## config.mk

```make
export PLATFORM = sky130hd
export DESIGN_NAME = capture_timer
export DESIGN_NICKNAME = d
export VERILOG_FILES = /design/src/rtl/capture_timer_pkg.sv /design/src/rtl/ct_filter.sv /design/src/rtl/ct_edge.sv /design/src/rtl/ct_counter.sv /design/src/rtl/capture_timer.sv
export SDC_FILE = /design/constraint.sdc
export NUM_CORES = 1
export LEC_CHECK = 0
export CORE_ASPECT_RATIO = 0.9
export CORE_UTILIZATION = 60
export DETAILED_ROUTE_END_ITERATION = 10
export GPL_TIMING_DRIVEN = 0
export MAX_ROUTING_LAYER = met4
export PLACE_DENSITY = 0.88
export SKIP_CTS_REPAIR_TIMING = 1
export SLEW_MARGIN = 20
export SYNTH_ARGS = -nofsm -noshare
export SYNTH_HDL_FRONTEND = slang
export SYNTH_SLANG_ARGS = --single-unit
```

## constraint.sdc

```tcl
create_clock -name clk -period 4.4 [get_ports clk]
set_input_delay 1.1 -clock clk [delete_from_list [all_inputs] [get_ports clk]]
set_output_delay 1.1 -clock clk [all_outputs]
set_load 0.02 [all_outputs]
```

## src/rtl/capture_timer_pkg.sv

```systemverilog
package capture_timer_pkg;

    localparam int CNT_W  = 16;
    localparam int ADDR_W = 3;

    typedef enum logic [ADDR_W-1:0] {
        ADR_CTRL  = 3'd0,
        ADR_IRQEN = 3'd1,
        ADR_FLAGS = 3'd2,
        ADR_COUNT = 3'd3,
        ADR_CAPT  = 3'd4
    } reg_addr_e;

    typedef enum logic [3:0] {
        FLT_LO,
        FLT_RISE1,
        FLT_RISE2,
        FLT_RISE3,
        FLT_HI,
        FLT_FALL1,
        FLT_FALL2,
        FLT_FALL3
    } flt_state_e;

    // control and flag bit positions
    localparam int CTRL_FILT  = 0;
    localparam int CTRL_RISE  = 1;
    localparam int CTRL_MATCH = 2;
    localparam int CTRL_W     = 3;
    localparam int FLG_CAP    = 0;
    localparam int FLG_OVF    = 1;
    localparam int FLG_W      = 2;

endpackage

```

## src/rtl/ct_filter.sv

```systemverilog
module ct_filter
    import capture_timer_pkg::*;
#(
    parameter int SYNC_STAGES = 2
) (
    input  logic clk,
    input  logic rst_n,
    input  logic pin,
    input  logic filt_en,
    output logic level
);

    logic [SYNC_STAGES-1:0] sync_q;
    logic                   samp;
    flt_state_e             state_q, state_d;
    logic                   filt_lvl;

    always_ff @(posedge clk) begin
        if (!rst_n) sync_q <= '0;
        else        sync_q <= {sync_q[SYNC_STAGES-2:0], pin};
    end

    assign samp = sync_q[SYNC_STAGES-1];

    // state register
    always_ff @(posedge clk) begin
        if (!rst_n) state_q <= FLT_LO;
        else        state_q <= state_d;
    end

    // next state: four agreeing samples are needed to change level
    always_comb begin
        state_d = state_q;
        unique case (state_q)
            FLT_LO:    state_d = samp ? FLT_RISE1 : FLT_LO;
            FLT_RISE1: state_d = samp ? FLT_RISE2 : FLT_LO;
            FLT_RISE2: state_d = samp ? FLT_RISE3 : FLT_LO;
            FLT_RISE3: state_d = samp ? FLT_HI    : FLT_LO;
            FLT_HI:    state_d = samp ? FLT_HI    : FLT_FALL1;
            FLT_FALL1: state_d = samp ? FLT_HI    : FLT_FALL2;
            FLT_FALL2: state_d = samp ? FLT_HI    : FLT_FALL3;
            FLT_FALL3: state_d = samp ? FLT_HI    : FLT_LO;
            default:   state_d = FLT_LO;
        endcase
    end

    // output process
    always_comb begin
        unique case (state_q)
            FLT_HI, FLT_FALL1, FLT_FALL2, FLT_FALL3: filt_lvl = 1'b1;
            default:                                 filt_lvl = 1'b0;
        endcase
        level = filt_en ? filt_lvl : samp;
    end

    // filtered level rises only after four high samples
    assert_four_high_R6: assert property (@(posedge clk) disable iff (!rst_n)
        $rose(filt_lvl) |-> ($past(samp, 1) && $past(samp, 2) &&
                             $past(samp, 3) && $past(samp, 4)));

    // filtered level falls only after four low samples
    assert_four_low_R6: assert property (@(posedge clk) disable iff (!rst_n)
        $fell(filt_lvl) |-> (!$past(samp, 1) && !$past(samp, 2) &&
                             !$past(samp, 3) && !$past(samp, 4)));

endmodule

```

## src/rtl/ct_edge.sv

```systemverilog
module ct_edge (
    input  logic clk,
    input  logic rst_n,
    input  logic level,
    input  logic rise_sel,
    input  logic disconnect,
    output logic cap_evt
);

    logic prev_q;
    logic rise, fall;

    always_ff @(posedge clk) begin
        if (!rst_n) prev_q <= 1'b0;
        else        prev_q <= level;
    end

    always_comb begin
        rise    = level & ~prev_q;
        fall    = ~level & prev_q;
        cap_evt = (rise_sel ? rise : fall) & ~disconnect;
    end

    // an event always coincides with a level change of the selected direction
    assert_edge_dir_R5: assert property (@(posedge clk) disable iff (!rst_n)
        cap_evt |-> (level == rise_sel) && (prev_q != level));

endmodule

```

## src/rtl/ct_counter.sv

```systemverilog
module ct_counter #(
    parameter int W = 16
) (
    input  logic         clk,
    input  logic         rst_n,
    input  logic         tick,
    input  logic         load,
    input  logic [W-1:0] load_val,
    input  logic [W-1:0] top,
    output logic [W-1:0] count,
    output logic         ovf_evt
);

    localparam logic [W-1:0] MAX_VAL = '1;

    always_ff @(posedge clk) begin
        if (!rst_n)            count <= '0;
        else if (load)         count <= load_val;
        else if (tick)         count <= (count == top) ? '0 : count + 1'b1;
    end

    assign ovf_evt = tick & ~load & (count == MAX_VAL);

    // no tick and no load means the count holds
    assert_hold_no_tick_R2: assert property (@(posedge clk) disable iff (!rst_n)
        (!tick && !load) |=> $stable(count));

    // a tick at the top value returns the count to zero
    assert_wrap_at_top_R3: assert property (@(posedge clk) disable iff (!rst_n)
        (tick && !load && count == top) |=> (count == '0));

    // a software load wins over a tick
    assert_load_wins_R10: assert property (@(posedge clk) disable iff (!rst_n)
        load |=> (count == $past(load_val)));

endmodule

```

## src/rtl/capture_timer.sv

```systemverilog
module capture_timer
    import capture_timer_pkg::*;
#(
    parameter int W           = CNT_W,
    parameter int SYNC_STAGES = 2
) (
    input  logic              clk,
    input  logic              rst_n,
    input  logic              tick,
    input  logic              cap_pin,
    input  logic              wr_en,
    input  logic [ADDR_W-1:0] addr,
    input  logic [W-1:0]      wdata,
    output logic [W-1:0]      rdata,
    output logic              irq_cap,
    output logic              irq_ovf
);

    localparam logic [W-1:0] FULL_SCALE = '1;

    logic [CTRL_W-1:0] ctrl_q;
    logic [FLG_W-1:0]  ie_q;
    logic [FLG_W-1:0]  flg_q, flg_d;
    logic [W-1:0]      cap_q;
    logic [W-1:0]      count;
    logic [W-1:0]      top;
    logic              level, cap_evt, ovf_evt;
    logic              wr_ctrl, wr_ie, wr_flg, wr_cnt, wr_cap;
    logic              match_mode;

    always_comb begin
        wr_ctrl = wr_en && (addr == ADR_CTRL);
        wr_ie   = wr_en && (addr == ADR_IRQEN);
        wr_flg  = wr_en && (addr == ADR_FLAGS);
        wr_cnt  = wr_en && (addr == ADR_COUNT);
        wr_cap  = wr_en && (addr == ADR_CAPT);
    end

    assign match_mode = ctrl_q[CTRL_MATCH];
    assign top        = match_mode ? cap_q : FULL_SCALE;

    ct_filter #(.SYNC_STAGES(SYNC_STAGES)) u_filter (
        .clk     (clk),
        .rst_n   (rst_n),
        .pin     (cap_pin),
        .filt_en (ctrl_q[CTRL_FILT]),
        .level   (level)
    );

    ct_edge u_edge (
        .clk        (clk),
        .rst_n      (rst_n),
        .level      (level),
        .rise_sel   (ctrl_q[CTRL_RISE]),
        .disconnect (match_mode),
        .cap_evt    (cap_evt)
    );

    ct_counter #(.W(W)) u_counter (
        .clk      (clk),
        .rst_n    (rst_n),
        .tick     (tick),
        .load     (wr_cnt),
        .load_val (wdata),
        .top      (top),
        .count    (count),
        .ovf_evt  (ovf_evt)
    );

    // control and enable registers
    always_ff @(posedge clk) begin
        if (!rst_n) begin
            ctrl_q <= '0;
            ie_q   <= '0;
        end else begin
            if (wr_ctrl) ctrl_q <= wdata[CTRL_W-1:0];
            if (wr_ie)   ie_q   <= wdata[FLG_W-1:0];
        end
    end

    // capture register: hardware capture beats a software write
    always_ff @(posedge clk) begin
        if (!rst_n)       cap_q <= '0;
        else if (cap_evt) cap_q <= count;
        else if (wr_cap)  cap_q <= wdata;
    end

    // flags: write-one-to-clear, hardware set wins
    always_comb begin
        flg_d[FLG_CAP] = cap_evt | (flg_q[FLG_CAP] & ~(wr_flg & wdata[FLG_CAP]));
        flg_d[FLG_OVF] = ovf_evt | (flg_q[FLG_OVF] & ~(wr_flg & wdata[FLG_OVF]));
    end

    always_ff @(posedge clk) begin
        if (!rst_n) flg_q <= '0;
        else        flg_q <= flg_d;
    end

    assign irq_cap = flg_q[FLG_CAP] & ie_q[FLG_CAP];
    assign irq_ovf = flg_q[FLG_OVF] & ie_q[FLG_OVF];

    always_comb begin
        rdata = '0;
        case (addr)
            ADR_CTRL:  rdata[CTRL_W-1:0] = ctrl_q;
            ADR_IRQEN: rdata[FLG_W-1:0]  = ie_q;
            ADR_FLAGS: rdata[FLG_W-1:0]  = flg_q;
            ADR_COUNT: rdata             = count;
            ADR_CAPT:  rdata             = cap_q;
            default:   rdata             = '0;
        endcase
    end

    // in clear-on-match mode the capture register changes only by software
    assert_no_capture_match_R7: assert property (@(posedge clk) disable iff (!rst_n)
        (match_mode && !wr_cap) |=> $stable(cap_q));

    // a clear with no concurrent set empties the capture flag
    assert_w1c_clears_R8: assert property (@(posedge clk) disable iff (!rst_n)
        (wr_flg && wdata[FLG_CAP] && !cap_evt) |=> !flg_q[FLG_CAP]);

    // an overflow always leaves the flag set, whatever software writes
    assert_set_wins_R8: assert property (@(posedge clk) disable iff (!rst_n)
        ovf_evt |=> flg_q[FLG_OVF]);

    // a capture loads the count seen in the event cycle
    assert_capture_value_R4: assert property (@(posedge clk) disable iff (!rst_n)
        cap_evt |=> (cap_q == $past(count)) && flg_q[FLG_CAP]);

endmodule

```

==> results of run 1 <==
[synthesized netlist by cell type, types with 2 or more instances]
cell / number / share of area
buf_2: 16 / 0.026
buf_6: 4 / 0.015
or4_1: 4 / 0.0099
and4_1: 2 / 0.0058
nand2_1: 14 / 0.017
xnor2_1: 14 / 0.040
a22oi_1: 4 / 0.0099
nand2b_1: 2 / 0.0041
nor3_1: 5 / 0.0082
o32ai_1: 6 / 0.017
dfxtp_1: 45 / 0.30
xor2_1: 10 / 0.029
nand3_1: 14 / 0.023
or3_1: 2 / 0.0041
and3_1: 2 / 0.0041
o211ai_1: 8 / 0.020
mux2i_1: 22 / 0.072
a22o_1: 14 / 0.040
inv_1: 3 / 0.0037
nand4_1: 2 / 0.0041
o32ai_2: 9 / 0.048
a32oi_1: 8 / 0.023
a211oi_1: 16 / 0.039
o22ai_1: 3 / 0.0062
nor3b_1: 28 / 0.069
a21oi_1: 19 / 0.031
clkbuf_1: 18 / 0.022
nor2_1: 33 / 0.041
mux2_2: 2 / 0.0074
and2_1: 12 / 0.025
[registers in the layout (all words and copies together) (netlist names)]
register / cells
cap_q: 16
u_counter.count: 16
ctrl_q: 3
u_filter.state_q: 3
flg_q: 2
ie_q: 2
u_filter.sync_q: 2
u_edge.prev_q: 1
[kinds of logic (layout without fill, tap and decap cells)]
group | Yosys count | in the layout
muxes | 24 | 24
buffers and inverters | 45 | 90
and+or+nand+nor | 126 | 126
AOI/OAI and AO/OA | 89 | 89
xor gates and xnor gates | 24 | 24
adders and majority gates | 1 | 1
DFF | 45 | 45
[metal layers]
| metal | wire [um] | part of all wire | GRT usage |
|---|---|---|---|
| met1 | 3920 | 0.43 | 0.456 |
| met2 | 4120 | 0.45 | 0.530 |
| met3 | 808 | 0.089 | 0.0763 |
| met4 | 259 | 0.028 | 0.164 |
| met5 | 0 | 0 | - |
[through the flow]
stage               std cells  instance area [sq um]  hold slack, ns  power, mW
finish                    464                   3610           0.446      0.924
global route              464                   3610           0.477      0.948
CTS                       464                   3610           0.446      0.915
detailed placement        456                   3490           0.423      0.589
global placement          456                   3490           0.416      0.584
floorplan                 354                   3040           0.412      0.534
[critical path: stages]
cell and delay [ns]:
buf_2 0.15, nand2b_1 0.21, nor2_1 0.25, clkbuf_1 0.55, a22o_1 0.27, clkdlybuf4s50_1 0.60
[final timing paths]
path / startpoint / endpoint / slack [ns] / cells past startpoint
setup / recovery: addr[0] / rdata[6] / 0.16 / 6
hold / removal: u_filter.sync_q[0]$_SDFF_PN0_ / u_filter.sync_q[1]$_SDFF_PN0_ / 0.45 / 1
setup reg to reg: ctrl_q[2]$_SDFFE_PN0P_ / u_counter.count[13]$_SDFFE_PN0P_ / 2.00 / 8
hold reg to reg: u_filter.sync_q[0]$_SDFF_PN0_ / u_filter.sync_q[1]$_SDFF_PN0_ / 0.45 / 1
[cell type report]
type / instances / area, sq um / area share
plain buffers: 41 / 226 / 0.0627
clock buffers: 6 / 82.6 / 0.0228
clock inverters: 2 / 37.5 / 0.0104
inverters: 4 / 15.0 / 0.00415
multi-input cells: 264 / 1900 / 0.526
flip-flops and latches: 45 / 901 / 0.249
well taps: 65 / 81.3 / 0.0225
repair buffers: 37 / 370 / 0.102
[cell usage in the layout (no fill, tap or decap), types with 3 or more instances in the layout]
master            n
xnor2_1          14
mux2i_1          22
nor3b_1          28
inv_1             3
nor3_1            5
buf_2            16
a22oi_1           4
and2_1           12
or4_1             4
clkdlybuf4s50_1  37
xor2_1           10
o22ai_1           3
o32ai_2           9
o32ai_1           6
buf_6             4
nand2_1          14
nand3_1          14
a22o_1           14
a211oi_1         16
clkbuf_1         17
o211ai_1          8
a32oi_1           8
a21oi_1          19
dfxtp_1          45
nor2_1           33
clkbuf_8          6
[report_power, final]
group / internal (mW) / switching, mW / leakage, nW / total (mW)
logic: 0.0642 / 0.0820 / 0.766 / 0.146
clock network: 0.185 / 0.154 / 0.0574 / 0.339
registers: 0.423 / 0.0167 / 0.366 / 0.439
total: 0.672 / 0.253 / 1.19 / 0.924
==> flow_summary.toml, run 1 <==
[timing]
fin_crit_sh = 0.964
max_freq_mhz = 236
relSlewSlack = 0.505
setup_slack_ns = 0.160
finalHoldViolations = 0
fin_skew_ns = 0.00575
tightestPinTransition_ns = 0.742
setup_tns_ns = 0
setup_viol = 0
finalMaxSlewViolations = 0
rsz0062_at_grt = "no"
period_needed_ns = 4.24

[logic_synthesis]
synth_area_per_cell_sq_um = 8.59
synthAdderAreaFrac = 0.00411
synth_mux_area_frac = 0.0798
ys_async_sr_fraction = 0
syn_nets = 379
synth_edf_count = 0
synth_top_family_by_area = "compound AO/OA/AOI/OAI gates"
yosysWarnings = 0
ys_ff_latch = 45
yosysSeqAreaShare = 0.296
syn-instance-count = 354
synthFlopType = "dfxtp_1"
synth_area_sq_um = 3040
synthDistinctLibCells = 43
synth_compound_area_frac = 0.239
synth_xor_xnor_area_share = 0.0691
synth-simple-area-share = 0.233

[floorplan]
die_area_sq_um = 5360
die_h_um = 69.5
core_area_sq_um = 4860
placementRows = 24
initial_utilization = 0.625
die_x_um = 77.1
pin_count = 42

[cells_and_area]
fillCellCount = 391
utilization = 0.743
syn_to_final_growth_pct = 18.8
diodes = 0
fin_nets = 423
drive_gt1_frac = 0.118

[detailed_routing]
vias = 2992
routed_via_density = 6.45
wl_per_cell_um = 19.6
drtIter0Drc = 306
drt-total-wl_um = 9110
antenna_left = 0
dr.pass1.iters = 7
drc_errors = 0

[global_routing]
overflow = 0
track_usage = 0.354
antenna_found_initial = 0
first_global_vias = 2769
grt_pass1_wl_um = 14100
grt_max_degree = 15

[clock_network]
clk_path_buf_depth = 2
cts_buffers = 5
htreeDepth = 2
cts_tree = "built"
clk_pin_slew_ns = 0.09
insertion_delay_ns = 0.31
root_buffer = "clkbuf_8"
clock-sinks = 45

[pwr]
power.density_cell_area_nw_per_um2 = 256
p_leak_nw = 1.19
vdd_ir_drop_max_mv = 0.170

[placed_design]
dp_hpwl_um = 6300
portBuffers = 37
dp_slack_ns = 0.162
gp_congestion = 0.978

[setup_path]
criticalPathCategory = "in -> out"
crit_arrival_ns = 3.14
start_kind = "primary input"
worstPathRequired_ns = 3.30
crit_path_max_fanout = 10
endpoint_kind = "output port"

[hold_path]
min_path_type = "reg -> reg"

[run]
max-cap-violations = 0

[run_status]
status = "finished, final reports clean"
Note: power is estimated with default switching activity, not from simulation.
==> run 2, diff against run 1 <==
--- a/config.mk
+++ b/config.mk
@@ -11,8 +11,10 @@
 export GPL_TIMING_DRIVEN = 0
 export MAX_ROUTING_LAYER = met4
 export PLACE_DENSITY = 0.88
+export REMOVE_ABC_BUFFERS = 1
 export SKIP_CTS_REPAIR_TIMING = 1
 export SLEW_MARGIN = 20
 export SYNTH_ARGS = -nofsm -noshare
 export SYNTH_HDL_FRONTEND = slang
 export SYNTH_SLANG_ARGS = --single-unit
+export TNS_END_PERCENT = 10
==> flow_summary.toml, run 2 (synthesis gave the netlist of run 1 again) <==
[run_status]
status = "finished, final reports clean"

[cells_and_area]
layout_common_cells = "dfxtp_1, clkdlybuf4s50_1, nor2_1, nor3b_1, mux2i_1"
final_common_cell = "dfxtp_1"
fin_nets = 388
fillCellCount = 402
final_area_sq_um = 3500
diodes = 0
syn_to_final_growth_pct = 15.0
drive_gt1_frac = 0.0824
top_regs = "cap_q (16), u_counter.count (16)"
fin_cells = 429

[setup_path]
crit_chain = "clkdlybuf4s50_1 -> nor2b_4 -> and2_2 -> a22o_1 -> clkdlybuf4s50_1"
crit_family = "buffers and inverters"
slowest_stage = "clkdlybuf4s50_1"
r2r-end = "u_counter.count[10]$_SDFFE_PN0P_"
endpoint_kind = "output port"
rr_startpoint = "ctrl_q[2]$_SDFFE_PN0P_"
crit_arrival_ns = 3.19
rrSetupSlack_ns = 1.52
r2r_cells = 5
crit_top_cell = "clkdlybuf4s50_1"
worstPathRequired_ns = 3.30
crit_path_max_fanout = 14
crit_cells = 5
crit_buf_inv = 2
slowest_delay_ns = 0.65
start_kind = "primary input"
criticalPathCategory = "in -> out"

[detailed_routing]
dr.pass1.iters = 4
routed_via_density = 6.52
drc_errors = 0
drtIter0Drc = 284
drt-total-wl_um = 7650
vias = 2799
wl_per_cell_um = 17.8
antenna_left = 0

[floorplan]
die_h_um = 69.5
die_x_um = 77.1
core_area_sq_um = 4860
placementRows = 24
die_area_sq_um = 5360
pin_count = 42
initial_utilization = 0.625

[global_routing]
first_global_vias = 2604
overflow = 0
grt_pass1_wl_um = 12500
antenna_found_initial = 0
grt_max_degree = 42
track_usage = 0.301

[placed_design]
place_area_sq_um = 3330
gp_congestion = 0.882
dpl.cell_count = 420
portBuffers = 41
dp_slack_ns = -0.395
dp_hpwl_um = 5030

[timing]
fin_crit_sh = 0.976
setup_viol = 0
setup_slack_ns = 0.106
tightestPinTransition_ns = 0.828
relSlewSlack = 0.448
rsz0062_at_grt = "no"
period_needed_ns = 4.29
finalMaxSlewViolations = 0
fin_skew_ns = 0.00490
max_freq_mhz = 233
setup_tns_ns = 0
finalHoldViolations = 0

[pwr]
combPwrFrac = 0.129
switchingPower_mw = 0.239
switching_share = 0.252
p_int_mw = 0.709
power.density_cell_area_nw_per_um2 = 271
vdd_ir_drop_max_mv = 0.160
seq_power_share = 0.475
p_total_mw = 0.948
p_clk_frac = 0.396
p_leak_nw = 1.09

[hold_path]
min_path_cells = 1
worstHoldEndpoint = "u_filter.sync_q[1]$_SDFF_PN0_"
hp-start = "u_filter.sync_q[0]$_SDFF_PN0_"
min_path_type = "reg -> reg"

[clock_network]
clk_pin_slew_ns = 0.09
clk_path_buf_depth = 2
cts_buffers = 5
clock-sinks = 45
root_buffer = "clkbuf_8"
htreeDepth = 2
cts_tree = "built"
insertion_delay_ns = 0.30

[run]
max-cap-violations = 0
run 2: changes by cell type in the layout (fill, tap and decap cells not counted), sizes merged:
cell | before | now
buf | 22 | 2
bufinv | 1 | 2
clkbuf | 25 | 5
clkdlybuf4s50 | 37 | 41
clkinv | 0 | 1
clkinvlp | 1 | 0
run 2: power groups by stage:
stage	clock, mW	sequential [mW]	combinational, mW
after floorplan	0	0.450	0.0680
after global placement	0	0.457	0.114
after detailed placement	0	0.459	0.118
after CTS	0.375	0.449	0.119
after global routing	0.393	0.453	0.132
final	0.376	0.450	0.122
run 2: through the flow:
step / util / hold WS, ns
floorplan: - / 0.412
CTS: 0.713 / 0.449
finish: 0.719 / 0.447
global route: 0.719 / 0.467
detailed placement: 0.685 / 0.429
global placement: 0.680 / 0.414
run 2: metal layers:
metal	up-vias	global-route usage	wire length [um]
li1	1324	-	-
met1	1352	0.395	3320
met2	110	0.471	3660
met3	13	0.0408	549
met4	0	0.119	121
met5	-	-	0
run 2: worst max path at each step:
stage                     startpoint   endpoint  slack [ns]
after floorplan              addr[0]  rdata[10]        1.22
after global placement       addr[2]  rdata[15]       -0.36
after detailed placement     addr[2]  rdata[10]       -0.40
after CTS                    addr[2]  rdata[15]       -0.39
after global routing         addr[0]  rdata[15]        0.02
final                        addr[0]  rdata[15]        0.11
run 2: final cells by class:
class | count | area [sq um] | share of cell area
multi-input combinational | 264 | 1920 | 0.549
sequential | 45 | 901 | 0.258
timing repair buffer | 43 | 445 | 0.127
tap | 65 | 81.3 | 0.0232
clock buffer | 5 | 68.8 | 0.0197
clock inverter | 3 | 65.1 | 0.0186
inverter | 4 | 15.0 | 0.00429
